`src/rtl/pc_reset_pkg.sv`:
```
package pc_reset_pkg;
  localparam int GO_BIT    = 2;
  localparam int SYS_BIT   = 1;
  localparam int FULL_BIT  = 3;
  localparam int A20_BIT   = 1;
  localparam int CPU_BIT   = 0;
  localparam logic [7:0] KEEP_MASK = (8'h1 << SYS_BIT) | (8'h1 << FULL_BIT);

  function automatic logic f_plat_kind(input logic [7:0] d);
    return d[SYS_BIT] | d[FULL_BIT];
  endfunction

  function automatic logic f_full_kind(input logic [7:0] d);
    return d[FULL_BIT];
  endfunction

  function automatic logic [7:0] f_keep(input logic [7:0] d);
    return d & KEEP_MASK;
  endfunction

  function automatic logic f_rising(input logic old_v, input logic new_v);
    return ~old_v & new_v;
  endfunction
endpackage

```
`src/rtl/pc_reset_regs.sv`:
```
module pc_reset_regs
  import pc_reset_pkg::*;
(
  input  logic       clk,
  input  logic       rst_n,
  input  logic       clr_i,
  input  logic       wr_i,
  input  logic       sel_i,
  input  logic [7:0] wdata_i,
  output logic [7:0] rdata_o,
  output logic       a20_o,
  output logic       go_o,
  output logic       plat_kind_o,
  output logic       full_kind_o,
  output logic       sc_rise_o
);
  logic [7:0] rc_q, sc_q;
  logic       wr_rc, wr_sc;

  assign wr_rc = wr_i & ~sel_i & ~clr_i;
  assign wr_sc = wr_i &  sel_i & ~clr_i;

  assign go_o        = wr_rc & wdata_i[GO_BIT];
  assign plat_kind_o = f_plat_kind(wdata_i);
  assign full_kind_o = f_full_kind(wdata_i);
  assign sc_rise_o   = wr_sc & f_rising(sc_q[CPU_BIT], wdata_i[CPU_BIT]);

  always_ff @(posedge clk or negedge rst_n) begin
    if (!rst_n) begin
      rc_q <= '0;
      sc_q <= '0;
    end else if (clr_i) begin
      rc_q <= '0;
      sc_q <= '0;
    end else begin
      if (wr_rc && !wdata_i[GO_BIT]) rc_q <= f_keep(wdata_i);
      if (wr_sc) sc_q <= wdata_i;
    end
  end

  assign rdata_o = sel_i ? sc_q : rc_q;
  assign a20_o   = sc_q[A20_BIT];

  AST_GO_NO_STORE: assert property (@(posedge clk) disable iff (!rst_n)
    go_o |=> $stable(rc_q));
  AST_A20_TRACK: assert property (@(posedge clk) disable iff (!rst_n)
    wr_sc |=> (a20_o == $past(wdata_i[A20_BIT])));
  AST_CLR_ZERO: assert property (@(posedge clk) disable iff (!rst_n)
    clr_i |=> (rc_q == 8'h00 && sc_q == 8'h00));
endmodule

```
`src/rtl/pc_reset_pulse.sv`:
```
module pc_reset_pulse #(
  parameter int PULSE_W = 16
) (
  input  logic clk,
  input  logic rst_n,
  input  logic req_i,
  input  logic clr_i,
  output logic pulse_o
);
  localparam int CW = $clog2(PULSE_W + 1);
  logic [CW-1:0] cnt;

  always_ff @(posedge clk or negedge rst_n) begin
    if (!rst_n)                  cnt <= '0;
    else if (clr_i)              cnt <= '0;
    else if (cnt == '0 && req_i) cnt <= CW'(PULSE_W);
    else if (cnt != '0)          cnt <= cnt - 1'b1;
  end

  assign pulse_o = (cnt != '0);

  AST_PULSE_CAUSE: assert property (@(posedge clk) disable iff (!rst_n)
    $rose(pulse_o) |-> $past(req_i));
endmodule

```
`src/rtl/pc_reset_hold.sv`:
```
module pc_reset_hold #(
  parameter int HOLD_CYC = 400_000_000
) (
  input  logic clk,
  input  logic rst_n,
  input  logic start_i,
  output logic busy_o,
  output logic done_o,
  output logic sleep_n_o
);
  localparam int HW = $clog2(HOLD_CYC + 1);
  logic [HW-1:0] cnt;

  always_ff @(posedge clk or negedge rst_n) begin
    if (!rst_n)                    cnt <= '0;
    else if (cnt == '0 && start_i) cnt <= HW'(HOLD_CYC);
    else if (cnt != '0)            cnt <= cnt - 1'b1;
  end

  assign busy_o    = (cnt != '0);
  assign done_o    = (cnt == HW'(1));
  assign sleep_n_o = ~busy_o;

  AST_HOLD_CAUSE: assert property (@(posedge clk) disable iff (!rst_n)
    $fell(sleep_n_o) |-> $past(start_i));
endmodule

```
`src/rtl/pc_reset_ctrl.sv`:
```
module pc_reset_ctrl #(
  parameter int PULSE_W  = 16,
  parameter int HOLD_CYC = 400_000_000
) (
  input  logic       clk,
  input  logic       rst_n,
  input  logic       io_wr,
  input  logic       io_sel,
  input  logic [7:0] io_wdata,
  output logic [7:0] io_rdata,
  input  logic       kbd_rst_req,
  output logic       cpu_init,
  output logic       plat_rst,
  output logic       sleep_n,
  output logic       a20_gate
);
  logic go, plat_kind, full_kind, sc_rise;
  logic hold_busy, hold_done;
  logic plat_gate, full_start, plat_direct, plat_fire, plat_event;
  logic init_raw, init_req;

  pc_reset_regs u_regs (
    .clk(clk), .rst_n(rst_n), .clr_i(plat_rst),
    .wr_i(io_wr), .sel_i(io_sel), .wdata_i(io_wdata),
    .rdata_o(io_rdata), .a20_o(a20_gate),
    .go_o(go), .plat_kind_o(plat_kind), .full_kind_o(full_kind),
    .sc_rise_o(sc_rise)
  );

  assign plat_gate   = hold_busy | plat_rst;
  assign full_start  = go & full_kind & ~plat_gate;
  assign plat_direct = go & plat_kind & ~full_kind & ~plat_gate;
  assign plat_fire   = plat_direct | hold_done;
  assign plat_event  = full_start | plat_fire;
  assign init_raw    = (go & ~plat_kind) | sc_rise | kbd_rst_req;
  assign init_req    = init_raw & ~plat_gate & ~plat_event;

  pc_reset_hold #(.HOLD_CYC(HOLD_CYC)) u_hold (
    .clk(clk), .rst_n(rst_n), .start_i(full_start),
    .busy_o(hold_busy), .done_o(hold_done), .sleep_n_o(sleep_n)
  );

  pc_reset_pulse #(.PULSE_W(PULSE_W)) u_plat (
    .clk(clk), .rst_n(rst_n), .req_i(plat_fire), .clr_i(1'b0),
    .pulse_o(plat_rst)
  );

  pc_reset_pulse #(.PULSE_W(PULSE_W)) u_init (
    .clk(clk), .rst_n(rst_n), .req_i(init_req), .clr_i(plat_event),
    .pulse_o(cpu_init)
  );

  AST_INIT_PLAT_EXCL: assert property (@(posedge clk) disable iff (!rst_n)
    !(cpu_init && plat_rst));
  AST_WAKE_TO_PLAT: assert property (@(posedge clk) disable iff (!rst_n)
    $rose(sleep_n) |-> $rose(plat_rst));
  AST_KBD_NO_PLAT: assert property (@(posedge clk) disable iff (!rst_n)
    (kbd_rst_req && !io_wr && !hold_done) |=> !$rose(plat_rst));
  AST_NO_INIT_IN_HOLD: assert property (@(posedge clk) disable iff (!rst_n)
    (hold_busy && !cpu_init) |=> !cpu_init);
endmodule

```
`config.mk`:
```
export PLATFORM = sky130hd
export DESIGN_NAME = pc_reset_ctrl
export DESIGN_NICKNAME = d
export VERILOG_FILES = /design/src/rtl/pc_reset_pkg.sv /design/src/rtl/pc_reset_regs.sv /design/src/rtl/pc_reset_pulse.sv /design/src/rtl/pc_reset_hold.sv /design/src/rtl/pc_reset_ctrl.sv
export SDC_FILE = /design/constraint.sdc
export NUM_CORES = 1
export LEC_CHECK = 0
export ABC_CLOCK_PERIOD_IN_PS = 2200
export BUFFER_PORTS_ARGS = -buffer_cell sky130_fd_sc_hd__buf_2
export CAP_MARGIN = 5
export CORE_ASPECT_RATIO = 0.6
export CORE_MARGIN = 2
export CORE_UTILIZATION = 53
export DETAILED_ROUTE_END_ITERATION = 8
export PLACE_DENSITY = 0.81
export RECOVER_POWER = 25
export SYNTH_ARGS = -nofsm -noshare
export SYNTH_HDL_FRONTEND = slang
export SYNTH_SLANG_ARGS = --single-unit
```
`constraint.sdc`:
```
create_clock -name clk -period 2.2 [get_ports clk]
set_input_delay 0.22 -clock clk [delete_from_list [all_inputs] [get_ports clk]]
set_output_delay 0.22 -clock clk [all_outputs]
set_load 0.005 [all_outputs]
```
Word-level counts from Yosys, hierarchy flattened
Cells that the tools add are included.
Storage, ports and cells
  register bits: 55
  bits of input ports: 13
  output and inout bits: 12
  word-level logic and storage cells: 66
Cells by class
  add/sub/neg operators: 3
  equality and inequality tests: 1
  muxes and demuxes: 12
  bitwise operators: 29
  reductions and logical operators: 16
Operators by type and width (number)
  29-bit 2-to-1 mux: 2
  8-bit 2-to-1 mux: 5
  29-bit by 1-bit equality test with 1-bit output (second input constant): 1
  29-bit zero test: 1
  29-bit nonzero test: 1
  29-bit by 1-bit subtractor with 29-bit output (second input constant): 1
  5-bit 2-to-1 mux: 5
  1-bit bitwise AND: 15
  5-bit zero test: 2
  5-bit nonzero test: 2
  5-bit by 1-bit subtractor with 5-bit output (second input constant): 2
  1-bit NOT: 8
  2-bit nonzero test: 4
  1-bit bitwise OR: 6
  1-bit logical AND: 4
  3-bit nonzero test: 1
  1-bit zero test: 1

Depth between registers and ports, before layout
  word-level depth: 14
  gate-level depth with buffers: 7
  mapped depth without buffers: 7

Cells and area by module
Synthesis repeated with hierarchy kept, for this count alone.
Second synthesis, totals
  cells, all modules: 277
  area total of the unflattened synthesis: 2825.2 um^2
Modules (own cells, without submodules)
  pc_reset_hold: times used 1, cells each 151, area an instance 1555.2 um^2, seq. area each 725.7 um^2
  pc_reset_regs: times used 1, cells each 60, area an instance 639.4 um^2, seq. area each 250.2 um^2
  pc_reset_pulse: times used 2, cells each 28, area an instance 284.0 um^2, seq. area each 125.1 um^2
  pc_reset_ctrl: times used 1, cells each 10, area an instance 62.6 um^2, seq. area each 0.0 um^2

Worst setup path before layout
OpenSTA, ideal clock, no wires.
  kind: flip-flop to flip-flop
  start point: register u_hold.cnt[18]
  end point: register u_hold.cnt[10]
  setup time: 0.124 ns
  arrival: 2.152 ns
  required time: 2.076 ns
  path slack: -0.076 ns
  stages on the path, launching flop included: 8
  buffers on the path: 2
  period minus slack after synthesis: 2.276 ns
  path through: dfrtp_1 -> or4_4 -> or4_1 -> buf_6 -> nor3_4 -> and2_1 -> buf_4 -> nor3_1
Between the ends
  longest elaborated chain between the ends: 6
  elaborated cells between the ends (all ways): 8
  those cells by class: 1 x mux; 3 x bitwise; 4 x reduce/logical
Ends and longest elaborated chain
  start: declaration: line pc_reset_hold.sv:12  | logic [HW-1:0] cnt;
  start signal: assignment: line pc_reset_hold.sv:16  | else if (cnt == '0 && start_i) cnt <= HW'(HOLD_CYC);
  start signal: assignment: line pc_reset_hold.sv:17  | else if (cnt != '0) cnt <= cnt - 1'b1;
  29-bit nonzero test: line pc_reset_hold.sv:17, pc_reset_hold.sv:20
  1-bit bitwise OR: line pc_reset_ctrl.sv:30  | assign plat_gate = hold_busy | plat_rst;
  1-bit NOT: line pc_reset_ctrl.sv:31  | assign full_start = go & full_kind & ~plat_gate;
  1-bit bitwise AND: line pc_reset_ctrl.sv:31
  1-bit logical AND: line pc_reset_hold.sv:16
  29-bit 2-to-1 mux or 2-bit nonzero test (tied branches)
Parallel ways exist; a longest one is shown, timed or not.
A chain may end at the register's enable or synchronous reset.

Worst setup path after layout
  start point: register u_hold.cnt[19]
  end point: register u_hold.cnt[23]
Between the ends
  longest elaborated chain between the ends: 6
  elaborated cells between the ends (all ways): 10
  those cells by class: 1 x add/sub; 2 x mux; 3 x bitwise; 4 x reduce/logical
Ends and longest elaborated chain
  parallel branches: the longest is 6 deep, another holds 29-bit by 1-bit subtractor with 29-bit output
Parallel ways; which one is timed is not known. The select of a mux whose other input is x is not followed.

==> impl_metrics.env <==
export IMPL_cap_violations=0
export IMPL_dr_pass1_iters=4
export IMPL_worst_setup_path_end_kind="flop"
export IMPL_synth_most_common_cell="dfrtp_1"
export IMPL_fmax_ghz=0.4377
export IMPL_post_dp_hpwl_um=4383
export IMPL_synth_area_leader_cell="dfrtp_1"
export IMPL_critPathSlowestCell="or4_4"
export IMPL_htreeDepth=2
export IMPL_rsz0062_at_grt="yes"
export IMPL_syn_instance_count=272
export IMPL_period_share_pct=103.8
export IMPL_synth_seq_area_share_pct=46.51
export IMPL_relSlewSlack_pct=14.75
export IMPL_die_area_um2=5573
export IMPL_synth_area_leaders="dfrtp_1 47%, nor3_1 5.5%, nand2_1 4.7%, a211oi_2 3.8%, nor4_1 3.8%"
export IMPL_finalSetupViolations=26
export IMPL_fin_skew_ps=4.444
export IMPL_ff2ff_path_depth=6
export IMPL_hold_violations=0
export IMPL_grt_pass1_vias=1986
export IMPL_clock_latency_ps=300
export IMPL_finalInstanceArea_um2=3166
export IMPL_fin_hold_ws_ps=149.9
export IMPL_synth_edf_count=0
export IMPL_whs_path_depth=3
export IMPL_clk_pin_slew_ps=80
export IMPL_min_period_ps=2285
export IMPL_worst_pin_slew_ps=1279
export IMPL_fill_cells=362
export IMPL_antenna_left=0
export IMPL_setup_tns_ps=-1150
export IMPL_cts_root_buf="clkbuf_8"
export IMPL_synth_net_count=291
export IMPL_synth_main_ff_cell="dfrtp_1"
export IMPL_hp_start="io_wdata[7]"
export IMPL_path_cells="or4_4 > or4_4 > nor3_4 > buf_12 > nor3_1 > a211oi_2"
export IMPL_hold_end="u_regs.sc_q[7]"
export IMPL_fin_ws_ps=-84.67
export IMPL_initial_core_util_pct=56.29
export IMPL_portBuffers=24
export IMPL_grt_overflow=0
export IMPL_pwr_density_cell_nw_per_um2=510.9
export IMPL_cts_buffers_inserted=5
export IMPL_crit_required_ps=2420
export IMPL_path_common_cell="or4_4"
export IMPL_place_area_um2=2972
export IMPL_rows=19
export IMPL_antenna_found_initial=0
export IMPL_ys_top_cells_by_count="49 x dfrtp_1, 33 x nand2_1, 29 x nor3_1, 16 x nor4_1, 14 x a21oi_1"
export IMPL_synth_avg_cell_area_um2=9.692
export IMPL_violations="negative setup slack"
export IMPL_cts_tree="done"
export IMPL_drtIter0Drc=172
export IMPL_crit_family="simple AND/OR/NAND/NOR gates"
export IMPL_drive_above_1_share_pct=25.71
export IMPL_die_y_um=58.63
export IMPL_ys_ff_latch=49
export IMPL_ys_types=44
export IMPL_min_path_type="in2reg"
export IMPL_grt_start_max_net_pins=27
export IMPL_n_antenna_cell=0
export IMPL_clkSinkCount=49
export IMPL_p_total_mw=1.617
export IMPL_crit_buf_inv=1
export IMPL_reg2reg_slack_ps=-80
export IMPL_routed_wl_um=6037
export IMPL_die_x_um=95.05
export IMPL_grt_util_all_layers_pct=23.32
export IMPL_crit_path_start_kind="flop"
export IMPL_max_stage_delay_ps=570
export IMPL_worstPathArrival_ps=2500
export IMPL_finalNonFillerCells=382
export IMPL_power_leakage_nw=1.415
export IMPL_async_reset_ff_share_pct=100.0
export IMPL_final_max_slew_viol_count=0
export IMPL_nets=337
export IMPL_status="finished with violations"
export IMPL_route_detailed_drc=0
export IMPL_core_um2=4683
export IMPL_r2r_end="u_hold.cnt[23]"
export IMPL_grt_pass1_wl_um=9832
export IMPL_routed_via_density=5.885
export IMPL_clock_path_buffers=2
export IMPL_area_growth_syn_to_layout_pct=20.08
export IMPL_post_place_cells=371
export IMPL_peakVddDrop_uv=347.8
export IMPL_yosysWarningCount=0
export IMPL_wire_per_inst_um=15.80
export IMPL_synth_top_cell_area_share_pct=46.51
export IMPL_crit_fanout=22
export IMPL_syn_area_um2=2636
export IMPL_num_io_pins=25
export IMPL_vias=2248
export IMPL_critPathKind="reg2reg"
export IMPL_gp_routability_congestion=0.8444
export IMPL_r2r_start="u_hold.cnt[19]"
-- how the worst max path moves through the flow --
stage / from / endpoint / slack (ps) / cells past startpoint
after floorplan: u_hold.cnt[19] / u_plat.cnt[0] / 5 / 6
after global placement: u_hold.cnt[19] / u_plat.cnt[0] / 20 / 5
after detailed placement: u_hold.cnt[21] / u_plat.cnt[0] / -30 / 5
after CTS: u_hold.cnt[19] / sleep_n / -50 / 7
after global routing: u_hold.cnt[19] / u_hold.cnt[28] / -150 / 5
final: u_hold.cnt[19] / u_hold.cnt[23] / -80 / 6
-- per-stage QoR --
stage	setup WS [ps]	util (%)
after floorplan	5.092	-
after global placement	16.07	63.45
after detailed placement	-25.49	63.45
after CTS	-49.68	66.42
after global routing	-150.7	67.59
final	-84.67	67.59
-- tightest hold or removal path: cells and delay by family --
kind / cells / cell delay, ps
buf+inv: 1 / 90
simple gates: 1 / 40
compound gates: 1 / 50
-- sequential cells by signal (all words and copies together) (netlist names) --
register	flops
u_plat.cnt	5
u_hold.cnt	29
u_init.cnt	5
u_regs.rc_q	2
u_regs.sc_q	8
-- power by group --
group,total [mW],internal [mW],switching [mW]
clock network,0.564,0.284,0.280
logic,0.115,0.0520,0.0627
registers,0.938,0.925,0.0133
-- logic make-up (layout without fill, tap and decap cells) --
| group | Yosys count | in the layout | share of synthesized area [%] |
|---|---|---|---|
| and+or+nand+nor | 135 | 135 | 27.95 |
| DFF | 49 | 49 | 46.51 |
| AOI/OAI and AO/OA | 43 | 43 | 11.91 |
| buffers and inverters | 19 | 66 | 3.702 |
| xor gates and xnor gates | 14 | 14 | 4.651 |
| adders and majority gates | 6 | 6 | 2.848 |
| muxes | 6 | 6 | 2.420 |
-- timing repair --
item                                    CTS  global route
resized for setup                         4             9
hold buffers                              1             0
setup buffers                             1             1
endpoints found under the setup margin   20            32
pin swaps                                 9             0
hold endpoints to repair                 49             0
gates cloned                              0             0
-- layer usage --
| metal | vias up | wire (µm) | global-route usage [%] |
|---|---|---|---|
| met5 | - | 0 | 0 |
| met4 | 0 | 62 | 7.867 |
| met3 | 6 | 364 | 4.738 |
| li1 | 1083 | - | - |
| met2 | 67 | 2628 | 32.62 |
| met1 | 1092 | 2983 | 36.19 |
-- layout by cell type, fill, tap and decap left out, types with 3 or more instances in the layout --
cell       n
dfrtp_1   49
nand2_1   33
nor3_1    27
buf_2     24
buf_4     19
nor2_1    13
a21oi_1   13
nor4_1    12
inv_1     10
and2_1    10
nand3_1    9
a211oi_2   8
xor2_1     8
clkbuf_8   7
xnor2_1    6
ha_1       6
o21ai_0    5
o31ai_1    4
nor4b_1    3
nor4_4     3
mux2i_1    3
-- area by class of cell --
class / instances / area, µm² / share of cell area, %
multi-input cells: 204 / 1394 / 44.03
repair buffers: 48 / 327.8 / 10.36
inverters: 10 / 37.54 / 1.186
flip-flops and latches: 49 / 1226 / 38.74
clock buffers: 7 / 96.34 / 3.043
clock inverters: 1 / 5.005 / 0.1581
well taps: 63 / 78.83 / 2.490
Power figures use the tool's default switching activity.
